==> src/rtl/bkpt_pkg.sv <==
`timescale 1ns/1ps
package bkpt_pkg;
  localparam int unsigned REG_COUNT = 7;
  localparam int unsigned REG_AW    = $clog2(REG_COUNT + 1);

  localparam int unsigned RIDX_LO    = 0;
  localparam int unsigned RIDX_HI    = 1;
  localparam int unsigned RIDX_DATA  = 2;
  localparam int unsigned RIDX_DMASK = 3;
  localparam int unsigned RIDX_PC    = 4;
  localparam int unsigned RIDX_PMASK = 5;
  localparam int unsigned RIDX_CTRL  = 6;

  localparam int unsigned CB_ENABLE = 0;
  localparam int unsigned CB_TWOLVL = 1;
  localparam int unsigned CB_L1BUS  = 2;
  localparam int unsigned CB_L2BUS  = 3;
  localparam int unsigned CB_DQUAL  = 4;
  localparam int unsigned CB_IRQ    = 5;
  localparam int unsigned CB_PCEN   = 6;
  localparam int unsigned CB_BUSEN  = 7;

  typedef struct packed {
    logic enable;
    logic twoLevel;
    logic lvl1Bus;
    logic lvl2Bus;
    logic actIrq;
  } cfg_t;

  typedef struct packed {
    logic clrEnable;
  } strobe_t;
endpackage

==> src/rtl/bkpt_datapath.sv <==
`timescale 1ns/1ps
module bkpt_datapath
  import bkpt_pkg::*;
#(
  parameter int unsigned DW = 32
) (
  input  logic                 clk,
  input  logic                 rstN,
  input  logic                 regWrEn,
  input  logic                 regSuper,
  input  logic [REG_AW-1:0]    regAddr,
  input  logic [DW-1:0]        regWrData,
  output logic [DW-1:0]        regRdData,
  input  logic                 fetchValid,
  input  logic [DW-1:0]        fetchPc,
  input  logic                 busValid,
  input  logic [DW-1:0]        busAddr,
  input  logic [DW-1:0]        busData,
  input  strobe_t              strobe,
  output cfg_t                 cfg,
  output logic                 pcHit,
  output logic                 busHit,
  output logic                 ctlWrite
);
  logic [DW-1:0] regs [REG_COUNT];
  logic          wrOk;
  logic          pcMatch;
  logic          inWindow;
  logic          dataOk;

  assign wrOk     = regWrEn & regSuper;
  assign ctlWrite = wrOk && (regAddr == REG_AW'(RIDX_CTRL));

  always_ff @(posedge clk or negedge rstN) begin
    if (!rstN) begin
      for (int i = 0; i < REG_COUNT; i++) regs[i] <= '0;
    end else begin
      for (int i = 0; i < REG_COUNT; i++)
        if (wrOk && regAddr == REG_AW'(i)) regs[i] <= regWrData;
      if (strobe.clrEnable && !ctlWrite) regs[RIDX_CTRL][CB_ENABLE] <= 1'b0;
    end
  end

  always_comb begin
    regRdData = '0;
    if (regSuper)
      for (int i = 0; i < REG_COUNT; i++)
        if (regAddr == REG_AW'(i)) regRdData = regs[i];
  end

  // masked PC compare: mask bit 1 = bit participates
  assign pcMatch  = ((fetchPc ^ regs[RIDX_PC]) & regs[RIDX_PMASK]) == '0;
  assign inWindow = (busAddr >= regs[RIDX_LO]) && (busAddr <= regs[RIDX_HI]);
  assign dataOk   = !regs[RIDX_CTRL][CB_DQUAL] ||
                    (((busData ^ regs[RIDX_DATA]) & regs[RIDX_DMASK]) == '0);

  assign pcHit  = regs[RIDX_CTRL][CB_PCEN] & fetchValid & pcMatch;
  assign busHit = regs[RIDX_CTRL][CB_BUSEN] & busValid & inWindow & dataOk;

  assign cfg.enable   = regs[RIDX_CTRL][CB_ENABLE];
  assign cfg.twoLevel = regs[RIDX_CTRL][CB_TWOLVL];
  assign cfg.lvl1Bus  = regs[RIDX_CTRL][CB_L1BUS];
  assign cfg.lvl2Bus  = regs[RIDX_CTRL][CB_L2BUS];
  assign cfg.actIrq   = regs[RIDX_CTRL][CB_IRQ];
endmodule

==> src/rtl/bkpt_control.sv <==
`timescale 1ns/1ps
module bkpt_control
  import bkpt_pkg::*;
(
  input  logic    clk,
  input  logic    rstN,
  input  cfg_t    cfg,
  input  logic    pcHit,
  input  logic    busHit,
  input  logic    ctlWrite,
  output strobe_t strobe,
  output logic    armed,
  output logic    haltReq,
  output logic    dbgIrqReq
);
  logic lvl1Hit;
  logic lvl2Hit;
  logic fire;

  assign lvl1Hit = cfg.lvl1Bus ? busHit : pcHit;
  assign lvl2Hit = cfg.lvl2Bus ? busHit : pcHit;

  always_comb begin
    fire = 1'b0;
    if (cfg.enable && !ctlWrite)
      fire = cfg.twoLevel ? (armed & lvl2Hit) : (pcHit | busHit);
  end

  assign strobe.clrEnable = fire;

  always_ff @(posedge clk or negedge rstN) begin
    if (!rstN) begin
      armed     <= 1'b0;
      haltReq   <= 1'b0;
      dbgIrqReq <= 1'b0;
    end else begin
      haltReq   <= fire & ~cfg.actIrq;
      dbgIrqReq <= fire &  cfg.actIrq;
      if (ctlWrite || fire)
        armed <= 1'b0;
      else if (cfg.enable && cfg.twoLevel && lvl1Hit)
        armed <= 1'b1;
    end
  end
endmodule

==> src/rtl/bkpt_trigger.sv <==
`timescale 1ns/1ps
module bkpt_trigger
  import bkpt_pkg::*;
#(
  parameter int unsigned DW = 32
) (
  input  logic              clk,
  input  logic              rstN,
  input  logic              regWrEn,
  input  logic              regSuper,
  input  logic [REG_AW-1:0] regAddr,
  input  logic [DW-1:0]     regWrData,
  output logic [DW-1:0]     regRdData,
  input  logic              fetchValid,
  input  logic [DW-1:0]     fetchPc,
  input  logic              busValid,
  input  logic [DW-1:0]     busAddr,
  input  logic [DW-1:0]     busData,
  output logic              haltReq,
  output logic              dbgIrqReq
);
  cfg_t    cfg;
  strobe_t strobe;
  logic    pcHit;
  logic    busHit;
  logic    ctlWrite;
  logic    armed;

  bkpt_datapath #(.DW(DW)) i_datapath (
    .clk(clk), .rstN(rstN),
    .regWrEn(regWrEn), .regSuper(regSuper), .regAddr(regAddr),
    .regWrData(regWrData), .regRdData(regRdData),
    .fetchValid(fetchValid), .fetchPc(fetchPc),
    .busValid(busValid), .busAddr(busAddr), .busData(busData),
    .strobe(strobe), .cfg(cfg),
    .pcHit(pcHit), .busHit(busHit), .ctlWrite(ctlWrite)
  );

  bkpt_control i_control (
    .clk(clk), .rstN(rstN),
    .cfg(cfg), .pcHit(pcHit), .busHit(busHit), .ctlWrite(ctlWrite),
    .strobe(strobe), .armed(armed),
    .haltReq(haltReq), .dbgIrqReq(dbgIrqReq)
  );
endmodule

==> config.mk <==
export PLATFORM = sky130hd
export DESIGN_NAME = bkpt_trigger
export DESIGN_NICKNAME = d
export VERILOG_FILES = /design/src/rtl/bkpt_pkg.sv /design/src/rtl/bkpt_datapath.sv /design/src/rtl/bkpt_control.sv /design/src/rtl/bkpt_trigger.sv
export SDC_FILE = /design/constraint.sdc
export NUM_CORES = 1
export LEC_CHECK = 0
export BUFFER_PORTS_ARGS = -buffer_cell sky130_fd_sc_hd__buf_2
export CELL_PAD_IN_SITES_DETAIL_PLACEMENT = 2
export CELL_PAD_IN_SITES_GLOBAL_PLACEMENT = 2
export CORE_ASPECT_RATIO = 1.1
export CORE_MARGIN = 4
export CORE_UTILIZATION = 38
export CTS_CLUSTER_SIZE = 10
export DETAILED_ROUTE_END_ITERATION = 16
export PLACE_DENSITY_LB_ADDON = 0.1
export SYNTH_ARGS = -nofsm -noshare
export SYNTH_HDL_FRONTEND = slang
export SYNTH_SLANG_ARGS = --single-unit
==> constraint.sdc <==
create_clock -name clk -period 2.8 [get_ports clk]
set_input_delay 0 -clock clk [delete_from_list [all_inputs] [get_ports clk]]
set_output_delay 0 -clock clk [all_outputs]
set_load 0.02 [all_outputs]
After elaboration in Yosys (flattened, before gate mapping)
Index checks and enable logic that the tools add are counted.
{"block": "classes", "order_cmp": 2, "eq_ne": 6, "mux": 16, "n_bitwise": 15, "n_reduce_logical": 21}
{"operator": "32-bit two-way mux", "count": 8}
{"operator": "32-bit bitwise AND", "count": 2}
{"operator": "32-bit zero test", "count": 2}
{"operator": "32-bit bitwise XOR", "count": 2}
{"operator": "32-bit greater-or-equal comparator", "count": 1}
{"operator": "32-bit <= comparator", "count": 1}
{"operator": "1-bit logical AND", "count": 12}
{"operator": "1-bit bitwise AND", "count": 9}
{"operator": "3-bit equality test, second input constant", "count": 3}
{"operator": "1-bit two-way mux", "count": 8}
{"operator": "3-bit by 2-bit equality test with 1-bit output, second input constant", "count": 2}
{"operator": "2-bit nonzero test", "count": 2}
{"operator": "3-bit by 1-bit equality test with 1-bit output, second input constant", "count": 1}
{"operator": "3-bit zero test", "count": 1}
{"operator": "1-bit zero test", "count": 2}
{"operator": "1-bit logical OR", "count": 2}
{"operator": "1-bit inverter", "count": 1}
{"operator": "1-bit bitwise OR", "count": 1}
{"block": "word_totals", "reg_bits": 227, "input_bits": 137, "out_inout_bits": 34, "elab_cells": 71}

Longest topological paths before layout
Gate-level depths: netlist of the first run.
{"block": "logic_depth", "word_depth": 11, "mapped_depth": 10, "ltp_nobuf": 10}

Hierarchy
A second synthesis of the first run with hierarchy kept.
{"block": "unflattened", "hier_cells": 1096, "area_unflattened_um2": 12934.9}
{"mod": "bkpt_datapath", "instances": 1, "cells_each": 1079, "area_each_um2": 12766.0, "seq_area_each_um2": 5605.4}
{"mod": "bkpt_control", "instances": 1, "cells_each": 17, "area_each_um2": 168.9, "seq_area_each_um2": 75.1}

Worst setup path before layout of the first run
No wires, ideal clock.
{"block": "synth_timing", "kind": "flip-flop to flip-flop", "from": "register i_datapath.regs[206] (netlist name)", "to": "register i_datapath.regs (netlist bit i_datapath.cfg[4])", "setup_time_ns": 0.128, "arrival_time_ns": 2.255, "required_time_ns": 2.672, "slack_ns": 0.417, "path_stages_with_launch": 11, "n_path_buf": 0, "period_less_slack_ns": 2.383, "path_cell_list": "dfrtp_1 inv_1 ha_1 nand4_1 nor3_1 or4b_2 a31oi_1 o22ai_1 a211oi_1 o21bai_1 a21boi_0"}
{"block": "synth_via", "elab_chain_cells": 10}
{"item": "start, declared", "line": "bkpt_datapath.sv:25", "source": "logic [DW-1:0] regs [REG_COUNT];"}
{"item": "start signal, assigned by index", "line": "bkpt_datapath.sv:39", "source": "if (wrOk && regAddr == REG_AW'(i)) regs[i] <= regWrData;"}
{"item": "32-bit greater-or-equal comparator (*)", "line": "bkpt_datapath.sv:53", "source": "assign inWindow = (busAddr >= regs[RIDX_LO]) && (busAddr <= regs[RIDX_HI]);"}
{"item": "1-bit logical AND (*)", "line": "bkpt_datapath.sv:53"}
{"item": "1-bit bitwise AND (*) (2 in series)", "line": "bkpt_datapath.sv:58", "source": "assign busHit = regs[RIDX_CTRL][CB_BUSEN] & busValid & inWindow & dataOk;"}
{"item": "1-bit two-way mux", "line": "bkpt_control.sv:21", "source": "assign lvl2Hit = cfg.lvl2Bus ? busHit : pcHit;"}
{"item": "1-bit bitwise AND", "line": "bkpt_control.sv:26", "source": "fire = cfg.twoLevel ? (armed & lvl2Hit) : (pcHit | busHit);"}
{"item": "1-bit two-way mux (*)", "line": "bkpt_control.sv:26"}
{"item": "1-bit two-way mux (*)", "line": "bkpt_control.sv:25", "source": "if (cfg.enable && !ctlWrite)"}
{"item": "1-bit logical AND (*)", "line": "bkpt_datapath.sv:40", "source": "if (strobe.clrEnable && !ctlWrite) regs[RIDX_CTRL][CB_ENABLE] <= 1'b0;"}
{"item": "1-bit two-way mux / 2-bit nonzero test (equally long branches)"}
Every way passes the cells marked *; elsewhere a longest branch is shown, timed or not.
A chain may end at the register's enable or synchronous reset.

Final worst setup path of the first run
{"block": "layout_timing", "from": "register i_datapath.regs[159] (netlist name)", "to": "register i_control.armed"}
{"block": "layout_via", "elab_chain_cells": 11}
{"item": "32-bit bitwise XOR (*)", "line": "bkpt_datapath.sv:55", "source": "(((busData ^ regs[RIDX_DATA]) & regs[RIDX_DMASK]) == '0);"}
{"item": "32-bit bitwise AND (*)", "line": "bkpt_datapath.sv:55"}
{"item": "32-bit zero test (*)", "line": "bkpt_datapath.sv:55"}
{"item": "1-bit logical OR (*)", "line": "bkpt_datapath.sv:54", "source": "assign dataOk = !regs[RIDX_CTRL][CB_DQUAL] ||"}
{"item": "1-bit bitwise AND (*)", "line": "bkpt_datapath.sv:58"}
{"item": "1-bit two-way mux", "line": "bkpt_control.sv:21"}
{"item": "1-bit bitwise AND", "line": "bkpt_control.sv:26"}
{"item": "1-bit two-way mux", "line": "bkpt_control.sv:26"}
{"item": "1-bit two-way mux", "line": "bkpt_control.sv:25"}
{"item": "1-bit logical OR", "line": "bkpt_control.sv:39", "source": "if (ctlWrite || fire)"}
{"item": "1-bit two-way mux / 2-bit nonzero test (equally long branches)"}
{"item": "end signal, assigned", "line": "bkpt_control.sv:33", "source": "armed <= 1'b0;"}
{"item": "end signal, assigned", "line": "bkpt_control.sv:40", "source": "armed <= 1'b0;"}
{"item": "end signal, assigned", "line": "bkpt_control.sv:42", "source": "armed <= 1'b1;"}
{"item": "end, declared", "line": "bkpt_control.sv:12", "source": "output logic armed,"}
Marks and branches as above.

==> impl_metrics.ini, run 1 <==
[logic_synthesis]
ys_seq_elements = 227
synth_top_flop_cell = dfrtp_1
syn_nets = 1433
seq_area_frac_synth = 0.447
yosysWarningCount = 0
netlist_area_sq_um = 12700
syn_inst = 1232
synth_area_per_cell_sq_um = 10.3
ys_types = 44
synthArstFlopShare = 1.00
synth-edff-count = 0

[global_routing]
grt_overflow = 0
grt_max_degree = 89
first_global_vias = 11800
grtUsageTotal = 0.265
antenna_found_initial = 0
grt_pass1_wl_um = 74300

[flow_run]
maxCapViolCount = 0

[timing]
setup_viol = 0
min_period_ns = 2.64
timing_worst_slew_pin_value_ns = 0.703
min_period_over_period = 0.944
rsz0062_at_grt = no
finalHoldViolations = 0
fin_skew_ns = 0.0102
setup_slack_ns = 0.156
drv_slew = 0
max_clock_freq_ghz = 0.378
relSlewSlack = 0.531

[routing]
drtIter0Drc = 562
vias = 10600
routedWlPerCell_um = 26.2
finalWirelength_um = 49000
dr.pass1.iters = 5
drc = 0
via_per_inst = 5.66
ant_nets = 0

[worst_setup_path]
path_cells = xor2_1 -> a22oi_1 -> nand4_1 -> or4_1 -> a221o_1 -> o31ai_1 -> and3_1 -> o211a_1
timing.rr.start = i_datapath.regs[159]$_DFFE_PN0P_
crit_family = compound AO/OA/AOI/OAI gates
crit_path_top_delay_cell = or4_1
critPathBufInv = 0
path_max_fanout = 3
arrival_ns = 3.13
critPathRequiredTime_ns = 3.29
path_class = flip-flop to flip-flop
end_kind = flip-flop
max_stage_delay_ns = 0.60
cp-start-kind = flip-flop
cp-startpoint = i_datapath.regs[159]$_DFFE_PN0P_

[cells_and_area]
seq_area_sq_um = 5680
nFillCells = 3460
fin_nets = 1635
finish.utilization = 0.473
stdcell_count = 1871
final_cell_mix = dfrtp_1 (227), buf_2 (168), mux2_2 (157), nand2_1 (115), o21ai_0 (106)
area_growth_pct = 21.5
layout_commonest_cell = dfrtp_1
antenna_cells = 0
drive_gt1_frac = 0.298
multiInputGateArea_sq_um = 6590

[die]
io_pins = 171
core_area_sq_um = 32600
die_y_um = 200
row_count = 69
die_area_sq_um = 36400
die_x_um = 182
start_util = 0.389

[clocking]
post-cts-setup-buffers = 0
htree_num_levels = 1
clkTransAtPathRegs_ns = 0.06
cts_buffers = 28
clkLatencyLatePin_ns = 0.54
clockRootBuffer = clkbuf_16
clock_sinks = 227
ctsLongestPathBuffers = 3
cts_tree = done

[placed_design]
post-place-cells = 1797
dpl.hpwl_um = 35100
pre_cts_ws_ns = -0.0479
gp_congestion = 0.809
port_buffers = 170

[pwr]
vdd_ir_drop_max_uv = 416
power_density_nw_per_um2 = 719
power_leakage_nw = 7.14

[worst_hold_path]
hold_class = primary input to asynchronous set/reset pin

[outcome]
status = finished clean
==> layout make-up <==
cell class,instances,area share
Inverter,71,0.0173
Sequential cell,227,0.368
Clock buffer,39,0.0514
Clock inverter,2,0.000892
Multi-Input combinational cell,868,0.427
Tap cell,426,0.0345
Timing Repair Buffer,238,0.101
==> state kept, by name (all words and copies together), names as in the netlist <==
name and cells:
i_control.dbgIrqReq 1, i_datapath.regs 219, i_control.armed 1, i_control.haltReq 1, i_datapath.cfg 5
==> path summary, 6_finish.rpt <==
path	to	slack (ns)	cells past startpoint
min in group clk	i_datapath.cfg[2]$_DFFE_PN0P_	0.05	4
worst max-delay path	i_control.armed$_DFFE_PN0P_	0.16	8
max in group asynchronous	i_datapath.regs[122]$_DFFE_PN0P_	1.88	3
worst max register to register	i_control.armed$_DFFE_PN0P_	0.16	8
worst min register to register	i_control.haltReq$_DFF_PN0_	0.47	1
worst min-delay path	i_datapath.regs[175]$_DFFE_PN0P_	0.003	2
==> routing by layer <==
layer | up-vias | routed length (um) | global-route usage
met5 | - | 0 | 0
met4 | 0 | 1350 | 0.0720
met3 | 59 | 1780 | 0.0237
met2 | 214 | 24500 | 0.465
met1 | 5571 | 21400 | 0.356
li1 | 4755 | - | -
==> repair_timing <==
item	4_1_cts	5_1_grt
endpoints found under the setup margin	2	4
gates resized for setup	2	8
hold endpoints to repair	448	0
pin swaps	0	1
hold buffers	33	0
==> power breakdown <==
part           internal, mW  total [mW]  switching (mW)
Clock                  1.93        3.36            1.42
Combinational          1.38        3.04            1.66
Sequential             4.05        4.71           0.661
==> logic make-up (layout without fill, tap and decap cells) <==
family                     count (synthesis)  count (layout)  synth area share
adders and majority gates                 64              64            0.0631
DFF                                      227             227             0.447
muxes                                    190             190             0.183
buffers and inverters                    137             350            0.0409
and+or+nand+nor                          271             271            0.0927
xor gates and xnor gates                  64              64            0.0441
AOI/OAI and AO/OA                        279             279             0.129
==> synth_stat cells, drive strengths merged (3+ instances only) <==
cell	count	area, sq um
mux2	158	1780
inv	71	267
nand2b	5	31.3
nand3	6	30.0
nand4	23	144
a211oi	34	255
nand2	115	432
o21ai	106	531
a21o	4	30.0
clkbuf	58	218
mux4	18	409
ha	64	801
mux2i	14	140
nor3	3	15.0
nor2	90	338
xor2	64	561
dfrtp	227	5680
a21oi	87	435
o31ai	3	22.5
a221oi	3	26.3
nor2b	20	125
buf	8	35.0
a22oi	30	230
==> worst reg2reg max path: stages (launching register included) <==
cell     delay [ns]
dfrtp_1        0.42
xor2_1         0.17
a22oi_1        0.32
nand4_1        0.15
or4_1          0.60
a221o_1        0.36
o31ai_1        0.24
and3_1         0.19
o211a_1        0.13
==> per-stage QoR <==
| stage | total power [mW] | hold slack [ns] | setup TNS [ns] | cell area (sq um) |
|---|---|---|---|---|
| after floorplan | 6.38 | -0.296 | 0 | 12700 |
| after global placement | 7.52 | 0.00270 | 0 | 14200 |
| after detailed placement | 7.71 | 0.000461 | -0.0643 | 14200 |
| after CTS | 11.2 | 0.0169 | 0 | 15400 |
| after global routing | 11.7 | 0.0500 | 0 | 15400 |
| final | 11.1 | 0.00263 | 0 | 15400 |
Note: power is estimated with default switching activity, not from simulation.
==> run 2, diff against run 1 <==
--- a/config.mk
+++ b/config.mk
@@ -15,3 +15,3 @@
 export DETAILED_ROUTE_END_ITERATION = 16
-export PLACE_DENSITY_LB_ADDON = 0.1
+export PLACE_DENSITY = 0.9
 export SYNTH_ARGS = -nofsm -noshare
--- a/constraint.sdc
+++ b/constraint.sdc
@@ -3,2 +3,2 @@
 set_output_delay 0 -clock clk [all_outputs]
-set_load 0.02 [all_outputs]
+set_load 0.05 [all_outputs]
==> run 2 against run 1 <==
The flow now finishes with violations (setup timing). Sequential power is 4.2% higher. Via count is 15% higher. Utilization is 0.68 points higher. Power is 12% higher. Sequential share of layout area is 0.52 points lower. First-iteration DRC count is 120% higher. Register-to-register slack worse by 0.32 ns. Setup slack worse by 0.32 ns. Clock skew is 0.0092 ns higher. Cell count is 0.75% higher.
==> impl_metrics.ini, run 2 (same netlist as run 1, synthesis figures left out) <==
[worst_setup_path]
r2r_slack_ns = -0.16
critPathBufInv = 2
end_kind = flip-flop
crit_path_top_delay_cell = or4b_4
max_stage_delay_ns = 0.48
timing.rr.start = i_datapath.regs[207]$_DFFE_PN0P_
r2r_cells = 11
crit_family = simple AND/OR/NAND/NOR gates
critPathRequiredTime_ns = 3.24
path_max_fanout = 4
path_class = flip-flop to flip-flop
cp-start-kind = flip-flop
path_cells = inv_1 -> ha_1 -> nand4_1 -> nor3_2 -> buf_4 -> or4b_4 -> a31oi_2 -> o22ai_2 -> a211oi_2 -> o21bai_2 -> o211a_1
r2r_end = i_control.armed$_DFFE_PN0P_
arrival_ns = 3.40

[pwr]
vdd_ir_drop_max_uv = 444
power_mw = 12.4
power_density_nw_per_um2 = 792
power_leakage_nw = 7.23

[placed_design]
post-place-cells = 1801
port_buffers = 170
dpl.hpwl_um = 41200
gp_congestion = 0.869
place_area_sq_um = 14200

[cells_and_area]
stdcell_count = 1885
seq_area_sq_um = 5680
layout_commonest_cell = dfrtp_1
finalInstanceArea_sq_um = 15700
nFillCells = 3353
largest_reg_flops = 219
fin_nets = 1646
area_growth_pct = 23.3
drive_gt1_frac = 0.316
final_cell_mix = dfrtp_1 (226), buf_2 (168), mux2_2 (157), nand2_1 (115), o21ai_0 (104)
multiInputGateArea_sq_um = 6730
largest_register = i_datapath.regs

[clocking]
cts_buffers = 28
clockRootBuffer = clkbuf_16
ctsLongestPathBuffers = 3
htree_num_levels = 1
clock_sinks = 227
clkTransAtPathRegs_ns = 0.07
cts_tree = done
clkLatencyLatePin_ns = 0.57

[flow_run]
maxCapViolCount = 0

[die]
core_area_sq_um = 32600
die_x_um = 182
start_util = 0.389
row_count = 69
die_area_sq_um = 36400
die_y_um = 200
io_pins = 171

[timing]
setup_slack_ns = -0.160
finalHoldViolations = 0
drv_slew = 0
min_period_over_period = 1.06
timing_worst_slew_pin_value_ns = 0.922
setup_viol = 4
finalSetupTns_ns = -0.478
max_clock_freq_ghz = 0.338
hold_ws_ns = 0.0463
min_period_ns = 2.96
fin_skew_ns = 0.0194
relSlewSlack = 0.385

[global_routing]
grt_max_degree = 88
antenna_found_initial = 1
grtUsageTotal = 0.341
grt_overflow = 0
grt_pass1_wl_um = 93400
first_global_vias = 13900

[routing]
routedWlPerCell_um = 35.7
drtIter0Drc = 1214
drc = 0
finalWirelength_um = 67400
dr.pass1.iters = 6
vias = 12200
ant_nets = 0
via_per_inst = 6.48

[outcome]
violations = setup timing
status = complete, but fails checks

[worst_hold_path]
hold_class = primary input to asynchronous set/reset pin
==> run 2: power by group <==
group	switching (mW)	internal [mW]	total (mW)
sequential	0.863	4.05	4.91
combinational	2.33	1.47	3.80
clock	1.57	2.11	3.69
total	4.77	7.63	12.4
==> run 2: worst reg2reg max path: cells and delay by family (launching register included) <==
kind                       cells  cell delay (ns)
AOI/OAI and AO/OA              5             0.84
adders and majority gates      1             0.35
buffers and inverters          2             0.24
DFF                            1             0.38
and+or+nand+nor                3             1.01
==> run 2: through the flow <==
| stage | util | setup WS (ns) |
|---|---|---|
| 6_report | 0.480 | -0.160 |
| 5_1_grt | 0.480 | -0.194 |
| 4_1_cts | 0.473 | 0.0175 |
| 3_5_place_dp | 0.435 | -0.148 |
| 3_3_place_gp | 0.435 | 0.0344 |
| 2_1_floorplan | - | 0.322 |
==> run 2: per-layer routing <==
| layer | track usage | vias to the layer above | part of all wire |
|---|---|---|---|
| li1 | - | 4782 | - |
| met5 | 0 | - | 0.00016 |
| met1 | 0.394 | 6307 | 0.36 |
| met2 | 0.599 | 841 | 0.49 |
| met3 | 0.0578 | 284 | 0.075 |
| met4 | 0.201 | 2 | 0.069 |
==> run 2: layout make-up <==
type | instances | share of cell area
diodes | 1 | 0.000160
clock inverters | 1 | 0.00192
well taps | 426 | 0.0340
repair buffers | 249 | 0.101
clock buffers | 42 | 0.0533
flip-flops and latches | 227 | 0.363
multi-input cells | 868 | 0.430
inverters | 71 | 0.0170
==> run 2: what timing repair did <==
action	4_1_cts	5_1_grt
hold endpoints to repair	306	0
setup buffers	1	6
pin swaps	2	15
resized for setup	9	22
endpoints found under the setup margin	4	4
hold buffers	33	0
==> run 2: worst max path at each step <==
stage / to / depth (start not counted) / from / slack [ns]
after floorplan: regRdData[19] / 6 / regAddr[1] / 0.32
after global placement: i_datapath.cfg[4]$_DFFE_PN0P_ / 8 / i_datapath.regs[155]$_DFFE_PN0P_ / 0.03
after detailed placement: i_datapath.cfg[4]$_DFFE_PN0P_ / 11 / i_datapath.regs[206]$_DFFE_PN0P_ / -0.15
after CTS: i_control.armed$_DFFE_PN0P_ / 10 / i_datapath.regs[177]$_DFFE_PN0P_ / 0.02
after global routing: i_datapath.cfg[4]$_DFFE_PN0P_ / 11 / i_datapath.regs[207]$_DFFE_PN0P_ / -0.19
final: i_control.armed$_DFFE_PN0P_ / 11 / i_datapath.regs[207]$_DFFE_PN0P_ / -0.16
==> run 3, diff against run 2 <==
- RECOVER_POWER: default -> 25
==> run 3 against run 2 <==
The flow finishes with violations (capacitance limit, slew limit, setup timing). Clock skew shrank 0.00054 ns. Sequential share of layout area rose by 0.052 points. Setup slack worse by 0.0054 ns. Final area shrank 0.14%. Combinational power about the same. Global-route usage stayed put. Power is essentially flat. Sequential power barely moved. Die area is the same. Highest routed layer unchanged.
==> impl_metrics.ini, run 3 (same netlist as run 1, synthesis figures left out) <==
[global_routing]
grt_overflow = 0
grtUsageTotal = 0.341
grtUsageMet3 = 0.0578
antenna_found_initial = 1
grtUsageMet1 = 0.394
grt_max_degree = 88
grt_busiest_layer = met2
use_met2 = 0.599
first_global_vias = 13900
grt_pass1_wl_um = 93400

[pwr]
vdd_ir_drop_max_uv = 445
power_leakage_nw = 7.22
power_density_nw_per_um2 = 793
p_switching_mw = 4.76
internal_power_mw = 7.63
swShare = 0.384
power_frac_seq = 0.396
power_mw = 12.4
clock_power_share = 0.297
comb_power_share = 0.307

[clocking]
cts_tree = done
clkLatencyLatePin_ns = 0.57
clkTransAtPathRegs_ns = 0.07
ctsLongestPathBuffers = 3
clockRootBuffer = clkbuf_16
cts_buffers = 28
htree_num_levels = 1
clock_sinks = 227

[timing]
timing_worst_slew_pin_value_ns = 2.49
drv_slew = 88
min_period_over_period = 1.06
finalHoldViolations = 0
min_period_ns = 2.97
relSlewSlack = -0.659
hold_ws_ns = 0.157
setup_viol = 4
fin_skew_ns = 0.0189
max_clock_freq_ghz = 0.337
setup_slack_ns = -0.165

[cells_and_area]
multiInputGateArea_sq_um = 6730
area_growth_pct = 23.1
layout_commonest_cell = dfrtp_1
drive_gt1_frac = 0.315
largest_register = i_datapath.regs
nFillCells = 3357
final_cell_mix = dfrtp_1 (226), buf_2 (167), mux2_2 (157), nand2_1 (115), o21ai_0 (104)
finalInstanceArea_sq_um = 15600
seq_area_sq_um = 5680
fin_nets = 1646
finish.utilization = 0.479
largest_reg_flops = 219

[placed_design]
port_buffers = 170
dpl.hpwl_um = 41200
gp_congestion = 0.869
pre_cts_ws_ns = -0.148
place_area_sq_um = 14200

[worst_setup_path]
r2r_cells = 11
crit_path_top_delay_cell = or4b_4
crit_family = simple AND/OR/NAND/NOR gates
critPathBufInv = 2
path_class = flip-flop to flip-flop
cp-start-kind = flip-flop
max_stage_delay_ns = 0.49
worst-path-stages = 11
critPathRequiredTime_ns = 3.24
end_kind = flip-flop
path_cells = inv_1 -> ha_1 -> nand4_1 -> nor3_2 -> buf_4 -> or4b_4 -> a31oi_2 -> o22ai_2 -> a211oi_2 -> o21bai_2 -> o211a_1
cp-startpoint = i_datapath.regs[207]$_DFFE_PN0P_
timing.rr.start = i_datapath.regs[207]$_DFFE_PN0P_
path_max_fanout = 4
arrival_ns = 3.40

[die]
start_util = 0.389
die_area_sq_um = 36400
row_count = 69
core_area_sq_um = 32600
die_y_um = 200
io_pins = 171
die_x_um = 182

[worst_hold_path]
hold_class = primary input to flip-flop
min-delay-start = regWrEn
whs_path_depth = 4

[routing]
ant_nets = 0
routedWlPerCell_um = 35.8
finalWirelength_um = 67400
drc = 0
via_per_inst = 6.51
drtIter0Drc = 1270
vias = 12300
dr.pass1.iters = 5

[outcome]
status = complete, but fails checks
violations = capacitance limit, slew limit, setup timing

[flow_run]
maxCapViolCount = 1
==> run 3: cell count changes in the layout (fill, tap and decap cells not counted), sizes merged <==
cell and delta:
buf -3, clkbuf +3
==> run 3: through the flow <==
step           std cells  TNS, ns
6_report            1885   -0.488
5_1_grt             1884   -0.630
4_1_cts             1878        0
3_5_place_dp        1801   -0.310
3_3_place_gp        1801        0
2_1_floorplan       1232        0
==> run 3: worst reg2reg max path: cells and delay by family (launching register included) <==
| kind | cells | cell delay [ns] |
|---|---|---|
| fa+ha+maj | 1 | 0.35 |
| flops | 1 | 0.38 |
| buf+inv | 2 | 0.24 |
| simple gates | 3 | 1.02 |
| compound gates | 5 | 0.84 |
==> run 3: power groups by stage <==
stage               logic [mW]  registers, mW  clock network, mW
finish                    3.80           4.91               3.68
global route              3.96           4.94               3.85
CTS                       3.47           4.81               3.63
detailed placement        3.21           4.79                  0
global placement          2.88           4.64                  0
floorplan                 2.01           4.48                  0
==> run 3: routing by layer <==
| metal | vias to the layer above | part of all wire |
|---|---|---|
| met4 | 2 | 0.070 |
| met3 | 294 | 0.072 |
| li1 | 4776 | - |
| met2 | 828 | 0.49 |
| met5 | - | 0.00016 |
| met1 | 6373 | 0.36 |
==> run 3: area by class of cell <==
type	instances	area share
repair buffers	249	0.0994
clock buffers	42	0.0534
inverters	71	0.0170
multi-input cells	868	0.431
flip-flops and latches	227	0.363
diodes	1	0.000160
clock inverters	1	0.00192
well taps	426	0.0341
==> run 3: worst paths after layout <==
kind	slack, ns	to
setup reg to reg	-0.17	i_control.armed$_DFFE_PN0P_
hold / removal	0.16	i_datapath.cfg[2]$_DFFE_PN0P_
max in group asynchronous	0.43	i_datapath.regs[181]$_DFFE_PN0P_
hold reg to reg	0.50	i_datapath.regs[19]$_DFFE_PN0P_
setup / recovery	-0.17	i_control.armed$_DFFE_PN0P_
min in group asynchronous	0.70	i_datapath.regs[170]$_DFFE_PN0P_
==> run 3: what timing repair did <==
| action | in CTS | in global routing |
|---|---|---|
| setup buffers | 1 | 6 |
| setup endpoints to repair | 4 | 4 |
| endpoints found under the hold margin | 306 | 0 |
| pin swaps | 2 | 15 |
| hold buffers | 33 | 0 |
| resized for setup | 9 | 22 |
